## src/rtl/tsp_pkg.sv

```systemverilog
package tsp_pkg;
    typedef enum logic [1:0] {
        TM_UNFRAMED = 2'b00,
        TM_BYTE8    = 2'b01,
        TM_BIT7     = 2'b10,
        TM_OFF      = 2'b11
    } test_mode_e;

    localparam logic [2:0] SB_NONE  = 3'd0;
    localparam logic [2:0] SB_TRUNK = 3'd1;
    localparam logic [2:0] SB_MWATT = 3'd2;
    localparam logic [2:0] SB_LOOP  = 3'd3;

    typedef struct packed {
        logic       test;
        logic       sig;
        logic [2:0] subst;
    } slot_cfg_t;
endpackage

```

## src/rtl/tsp_cfg_table.sv

```systemverilog
module tsp_cfg_table
    import tsp_pkg::*;
#(
    parameter int NSLOT = 32,
    localparam int SW = $clog2(NSLOT)
) (
    input  logic            clk,
    input  logic            rst_n,
    input  logic            we,
    input  logic [SW-1:0]   waddr,
    input  slot_cfg_t       wdata,
    input  logic [SW-1:0]   raddr,
    output slot_cfg_t       rdata
);
    slot_cfg_t entry_q [NSLOT];

    for (genvar g = 0; g < NSLOT; g++) begin : g_entry
        always_ff @(posedge clk) begin
            if (!rst_n)
                entry_q[g] <= '0;
            else if (we && (waddr == SW'(g)))
                entry_q[g] <= wdata;
        end
    end

    assign rdata = entry_q[raddr];
endmodule

```

## src/rtl/tsp_mwatt.sv

```systemverilog
module tsp_mwatt (
    input  logic       clk,
    input  logic       rst_n,
    input  logic       restart,
    input  logic       advance,
    output logic [7:0] mw_byte
);
    logic [2:0] phase_q;
    logic [2:0] phase_cur;

    assign phase_cur = restart ? 3'd0 : phase_q;
    // High bit follows phase[2]; low pattern alternates 1E,0B,0B,1E
    assign mw_byte = {phase_cur[2],
                      (phase_cur[1:0] == 2'd0 || phase_cur[1:0] == 2'd3) ? 7'h1E : 7'h0B};

    always_ff @(posedge clk) begin
        if (!rst_n)
            phase_q <= 3'd0;
        else if (advance)
            phase_q <= phase_cur + 3'd1;
        else if (restart)
            phase_q <= 3'd0;
    end


    mw_hold_chk: assert property (@(posedge clk) disable iff (!rst_n)
        (!advance && !restart) |=> $stable(phase_q));
endmodule

```

## src/rtl/tsp_dpath.sv

```systemverilog
module tsp_dpath
    import tsp_pkg::*;
(
    input  logic       en,
    input  logic       t1_mode,
    input  logic       zcs_en,
    input  logic [1:0] zcs_type,
    input  logic [2:0] gsubst,
    input  logic [7:0] trunk,
    input  logic       inv_msb,
    input  logic       inv_even,
    input  logic       inv_odd,
    input  logic       test_en,
    input  logic       test_dir,
    input  logic [1:0] test_mode,
    input  slot_cfg_t  slot_cfg,
    input  logic       in_valid,
    input  logic [7:0] in_byte,
    input  logic [3:0] in_sig,
    input  logic [7:0] gen_byte,
    input  logic [7:0] lpbk_byte,
    input  logic [7:0] mw_byte,
    output logic       mw_advance,
    output logic [7:0] nxt_byte,
    output logic       nxt_tap_v,
    output logic [7:0] nxt_tap
);
    logic [2:0] eff_sub;
    logic       hit;
    logic       test_act;
    logic [7:0] mask;
    logic [7:0] x;

    assign eff_sub = (gsubst != SB_NONE) ? gsubst : slot_cfg.subst;

    always_comb begin
        unique case (test_mode_e'(test_mode))
            TM_UNFRAMED: begin hit = 1'b1;          mask = 8'hFF; end
            TM_BYTE8:    begin hit = slot_cfg.test; mask = 8'hFF; end
            TM_BIT7:     begin hit = slot_cfg.test; mask = 8'hFE; end
            default:     begin hit = 1'b0;          mask = 8'hFF; end
        endcase
    end

    assign test_act = en && test_en && hit;

    always_comb begin
        x = in_byte;
        if (en) begin
            if (t1_mode && zcs_en && zcs_type == 2'b00 && x == 8'h00)
                x = 8'h02;
            unique case (eff_sub)
                SB_TRUNK: x = trunk;
                SB_MWATT: x = mw_byte;
                SB_LOOP:  x = lpbk_byte;
                default:  x = x;
            endcase
            if (slot_cfg.sig)
                x[3:0] = in_sig;
            if (inv_msb)  x = x ^ 8'h80;
            if (inv_even) x = x ^ 8'h55;
            if (inv_odd)  x = x ^ 8'hAA;
            if (test_act && test_dir)
                x = (x & ~mask) | (gen_byte & mask);
        end
        nxt_byte = x;
    end

    assign nxt_tap_v  = in_valid && test_act && !test_dir;
    assign nxt_tap    = nxt_tap_v ? (in_byte & mask) : 8'h00;
    assign mw_advance = in_valid && en && (eff_sub == SB_MWATT);
endmodule

```

## src/rtl/tx_slot_proc.sv

```systemverilog
module tx_slot_proc
    import tsp_pkg::*;
#(
    parameter int NSLOT = 32,
    localparam int SW = $clog2(NSLOT)
) (
    input  logic          clk,
    input  logic          rst_n,
    input  logic          cfg_en,
    input  logic          cfg_t1_mode,
    input  logic          cfg_zcs_en,
    input  logic [1:0]    cfg_zcs_type,
    input  logic [2:0]    cfg_gsubst,
    input  logic [7:0]    cfg_trunk,
    input  logic          cfg_inv_msb,
    input  logic          cfg_inv_even,
    input  logic          cfg_inv_odd,
    input  logic          cfg_test_en,
    input  logic          cfg_test_dir,
    input  logic [1:0]    cfg_test_mode,
    input  logic          tbl_we,
    input  logic [SW-1:0] tbl_addr,
    input  logic [4:0]    tbl_data,
    input  logic          in_valid,
    input  logic [SW-1:0] in_slot,
    input  logic          in_frame_start,
    input  logic [7:0]    in_byte,
    input  logic [3:0]    in_sig,
    input  logic [7:0]    gen_byte,
    input  logic [7:0]    lpbk_byte,
    output logic          out_valid,
    output logic [7:0]    out_byte,
    output logic          tap_valid,
    output logic [7:0]    tap_byte
);
    slot_cfg_t  slot_cfg;
    logic [7:0] mw_byte;
    logic       mw_advance;
    logic [7:0] nxt_byte;
    logic       nxt_tap_v;
    logic [7:0] nxt_tap;

    tsp_cfg_table #(.NSLOT(NSLOT)) table_i (
        .clk(clk), .rst_n(rst_n), .we(tbl_we), .waddr(tbl_addr),
        .wdata(slot_cfg_t'(tbl_data)), .raddr(in_slot), .rdata(slot_cfg)
    );

    tsp_mwatt mwatt_i (
        .clk(clk), .rst_n(rst_n), .restart(in_valid && in_frame_start),
        .advance(mw_advance), .mw_byte(mw_byte)
    );

    tsp_dpath dpath_i (
        .en(cfg_en), .t1_mode(cfg_t1_mode), .zcs_en(cfg_zcs_en),
        .zcs_type(cfg_zcs_type), .gsubst(cfg_gsubst), .trunk(cfg_trunk),
        .inv_msb(cfg_inv_msb), .inv_even(cfg_inv_even), .inv_odd(cfg_inv_odd),
        .test_en(cfg_test_en), .test_dir(cfg_test_dir), .test_mode(cfg_test_mode),
        .slot_cfg(slot_cfg), .in_valid(in_valid), .in_byte(in_byte),
        .in_sig(in_sig), .gen_byte(gen_byte), .lpbk_byte(lpbk_byte),
        .mw_byte(mw_byte), .mw_advance(mw_advance), .nxt_byte(nxt_byte),
        .nxt_tap_v(nxt_tap_v), .nxt_tap(nxt_tap)
    );

    always_ff @(posedge clk) begin
        if (!rst_n) begin
            out_valid <= 1'b0;
            out_byte  <= 8'h00;
            tap_valid <= 1'b0;
            tap_byte  <= 8'h00;
        end else begin
            out_valid <= in_valid;
            tap_valid <= nxt_tap_v;
            tap_byte  <= nxt_tap;
            if (in_valid)
                out_byte <= nxt_byte;
        end
    end


    bypass_chk: assert property (@(posedge clk) disable iff (!rst_n)
        (in_valid && !cfg_en) |=> (out_valid && !tap_valid && out_byte == $past(in_byte)));


    latency_chk: assert property (@(posedge clk) disable iff (!rst_n)
        in_valid |=> out_valid);


    unframed_replace_chk: assert property (@(posedge clk) disable iff (!rst_n)
        (in_valid && cfg_en && cfg_test_en && cfg_test_dir && cfg_test_mode == 2'b00)
        |=> (out_byte == $past(gen_byte)));


    unframed_tap_chk: assert property (@(posedge clk) disable iff (!rst_n)
        (in_valid && cfg_en && cfg_test_en && !cfg_test_dir && cfg_test_mode == 2'b00)
        |=> (tap_valid && tap_byte == $past(in_byte)));


    no_test_chk: assert property (@(posedge clk) disable iff (!rst_n)
        !cfg_test_en |=> !tap_valid);
endmodule

```

## config.mk

```make
export PLATFORM = sky130hd
export DESIGN_NAME = tx_slot_proc
export DESIGN_NICKNAME = d
export VERILOG_FILES = /design/src/rtl/tsp_pkg.sv /design/src/rtl/tsp_cfg_table.sv /design/src/rtl/tsp_mwatt.sv /design/src/rtl/tsp_dpath.sv /design/src/rtl/tx_slot_proc.sv
export SDC_FILE = /design/constraint.sdc
export NUM_CORES = 1
export LEC_CHECK = 0
export ABC_AREA = 1
export CAP_MARGIN = 40
export CORE_AREA = 2 2 89 177
export DETAILED_ROUTE_END_ITERATION = 16
export DIE_AREA = 0 0 91 179
export DONT_BUFFER_PORTS = 1
export PLACE_DENSITY = 0.8
export SYNTH_ARGS = -nofsm -noshare
export SYNTH_HDL_FRONTEND = slang
export SYNTH_HIERARCHICAL = 1
export SYNTH_SLANG_ARGS = --single-unit
```

## constraint.sdc

```tcl
create_clock -name clk -period 5.38 [get_ports clk]
set_input_delay 0 -clock clk [delete_from_list [all_inputs] [get_ports clk]]
set_output_delay 0 -clock clk [all_outputs]
set_load 0.03 [all_outputs]
```

==> flow_summary.toml <==
[run_status]
status = "completed"

[flow_run]
maxCapViolCount = 0

[timing]
fin_skew_ns = 0.0113
relSlewSlack = 0.454
rsz0062_at_grt = "false"
finalSetupViolCount = 0
fin_tns_setup_ns = 0
final_max_slew_viol_count = 0
timing.final.crit_share = 0.614
fmax_mhz = 303
hold_viol_final = 0
fin_crit_ns = 3.30
worst_slew_pin_slew_ns = 0.818

[synth]
synth_compound_area_frac = 0.0196
syn_avg_cell_area_sq_um = 8.13
synth_area_leader_cell = "edfxtp_1"
synthSimpleGateAreaFrac = 0.343
synthesis.area_sq_um = 9560
seq_area_frac_synth = 0.546
synth_cell_type_count = 31
synth_top_family_by_area = "simple AND/OR/NAND/NOR gates"
synth_top_cell_area_share = 0.502
synthXorXnorAreaFrac = 0.000916
synth_adder_area_share = 0.00523
yosysWarnings = 6
synthMuxAreaShare = 0
synthTopCellsByArea = "edfxtp_1 (50%), nand2_1 (14%), nand3_1 (9.6%)"
syn_inst = 1176
synth-seq-cells = 181

[grt]
met2_usage = 0.518
grt_pass1_wl_um = 38600
met1_usage = 0.373
top_usage_layer = "met2"
grt_max_degree = 82
grt_use_total = 0.307
antenna_found_initial = 0
gr-total-overflow = 0
met3_usage = 0.0567
grt_pass1_vias = 7693

[worst_setup_path]
reg2reg_to = "tap_byte[0]"
path_max_fanout = 8
crit_type = "flip-flop to flip-flop"
worstPathArrival_ns = 3.68
ff2ff_path_depth = 18
rr_startpoint = "table_i/entry_q[12][4]"
crit_path_start = "table_i/entry_q[12][4]"
start_kind = "flip-flop"
regToRegSetupSlack_ns = 2.08
endpoint_kind = "flip-flop"
cp_data_required_time_ns = 5.76

[power]
combPwrFrac = 0.104
p_per_area_nw_per_um2 = 312
p_seq_frac = 0.508
clock_power_share = 0.388
switchingPower_w = 0.000825
ir_worst_vdd_mv = 0.250
power.internal_w = 0.00240
p_leak_nw = 4.39
switching_share = 0.256

[routing]
wl_per_cell_um = 18.2
wl_um = 24900
ant_nets = 0
vias = 8060
drtPass1Iterations = 6
drc = 0
first_iter_violations = 972
viasPerCell = 5.88

[final_layout]
fillCellCount = 1247
area_growth_syn_to_layout_pct = 7.88
layout.area.seq_sq_um = 5230
layout-drive-gt1-share = 0.0554
fin_nets = 1235
antenna_cells = 0
instances_no_fill = 1371
final_util = 0.685
multiInputGateArea_sq_um = 3540

[worst_hold_path]
hold_end = "table_i/entry_q[10][2]"
min-delay-start = "rst_n"
worstHoldPathType = "primary input to flip-flop"
hold_path_depth = 1

[floorplanning]
die_x_um = 91
coreArea_sq_um = 15100
die_h_um = 179
initial_core_util = 0.635
ios = 89
die_area_sq_um = 16300
rows = 64

[cts]
cts_buffers = 17
clock-sinks = 181
path_clk_slew_ns = 0.07
cts_tree = "done"
clkLatencyLatePin_ns = 0.42
cts-resized-gates = 0
cts_buffer_depth = 2
htree_levels = 4
cts_root_buf = "clkbuf_16"

[placement]
io_buffers = 0
globalplace.congestion = 0.922
place_hpwl_um = 15400
post-place-cells = 1309
[final cells by class]
cell class,instances,share of cell area
repair buffers,36,0.0352
flip-flops and latches,181,0.506
well taps,198,0.0240
clock buffers,18,0.0416
multi-input cells,835,0.344
clock inverters,14,0.0161
inverters,89,0.0331
[sequential cells by signal, indices dropped and copies added (netlist names)]
name and cells:
mwatt_i/phase_q 3, out_byte 8, out_valid 1, table_i/entry_q 160, tap_byte 8, tap_valid 1
[power groups by stage]
stage	Sequential (W)	Clock, W	Combinational (W)
2_1_floorplan	0.00166	0	0.000266
3_3_place_gp	0.00166	0	0.000294
3_5_place_dp	0.00167	0	0.000301
4_1_cts	0.00163	0.00126	0.000327
5_1_grt	0.00164	0.00131	0.000372
6_report	0.00164	0.00125	0.000337
[critical path, stage by stage, from the launching register on]
cell	delay, ns
edfxtp_1	0.33
nand2_1	0.06
nand3_1	0.09
nand3_1	0.14
nand2_1	0.13
nand2_1	0.08
nand2_1	0.07
nand2_1	0.05
nand2_1	0.12
a21oi_1	0.09
nor2_1	0.10
nand3_1	0.11
nor3_1	0.29
inv_2	0.15
nor3_1	0.18
dlygate4sd3_1	0.58
nand2_1	0.06
dlygate4sd3_1	0.57
inv_1	0.05
[cells in the final DEF (no fill, tap or decap), types with 2 or more instances in the layout]
cell type,n
a21oi_1,7
a21oi_2,3
buf_4,6
bufinv_16,2
clkbuf_16,17
clkinv_1,4
clkinv_4,2
clkinvlp_4,2
conb_1,4
dfxtp_1,21
dlygate4sd3_1,29
edfxtp_1,160
ha_1,4
inv_1,73
inv_2,11
inv_6,4
inv_8,4
nand2_1,347
nand2_4,2
nand3_1,183
nand4_1,8
nor2_1,238
nor2_2,3
nor3_1,5
o21ai_0,22
or2_2,4
[stage by stage]
| step | cell area [sq um] | setup slack (ns) | hold WS (ns) | power (W) |
|---|---|---|---|---|
| 3_5_place_dp | 9400 | 2.48 | 0.103 | 0.00197 |
| 3_3_place_gp | 9400 | 2.55 | 0.0961 | 0.00196 |
| 6_report | 10300 | 2.08 | 0.0101 | 0.00322 |
| 4_1_cts | 10300 | 2.32 | 0.00237 | 0.00322 |
| 5_1_grt | 10300 | 1.96 | 0.0215 | 0.00332 |
| 2_1_floorplan | 9570 | 3.30 | 0.121 | 0.00192 |
[worst max path at each step]
stage	end
after floorplan	mwatt_i/phase_q[2]
after global placement	out_byte[6]
after detailed placement	out_byte[7]
after CTS	tap_byte[0]
after global routing	tap_byte[0]
final	tap_byte[0]
[routing by layer]
metal | share of wire | vias up
li1 | - | 3759
met1 | 0.35 | 3695
met2 | 0.51 | 491
met3 | 0.089 | 115
met4 | 0.053 | 0
met5 | 0 | -
[Yosys cell counts (all sizes together)]
library cell / instances
buf: 48
nor3: 5
nand2: 349
clkinv: 4
ha: 4
edfxtp: 160
inv: 85
conb: 2
clkbuf: 25
xnor2: 1
o21ai: 23
o21a: 1
or2: 4
nand4: 8
a21oi: 10
dfxtp: 21
nand3: 184
nor2: 242
[timing repair]
action,4_1_cts,5_1_grt
endpoints found under the hold margin,225,0
setup buffers,0,0
hold buffers,30,0
[cell families after synthesis]
| family | count (synthesis) |
|---|---|
| DFF | 181 |
| buffers and inverters | 162 |
| xor gates and xnor gates | 1 |
| and+or+nand+nor | 792 |
| AOI/OAI and AO/OA | 34 |
| other | 2 |
| adders and majority gates | 4 |
Note: power is estimated with default switching activity, not from simulation.
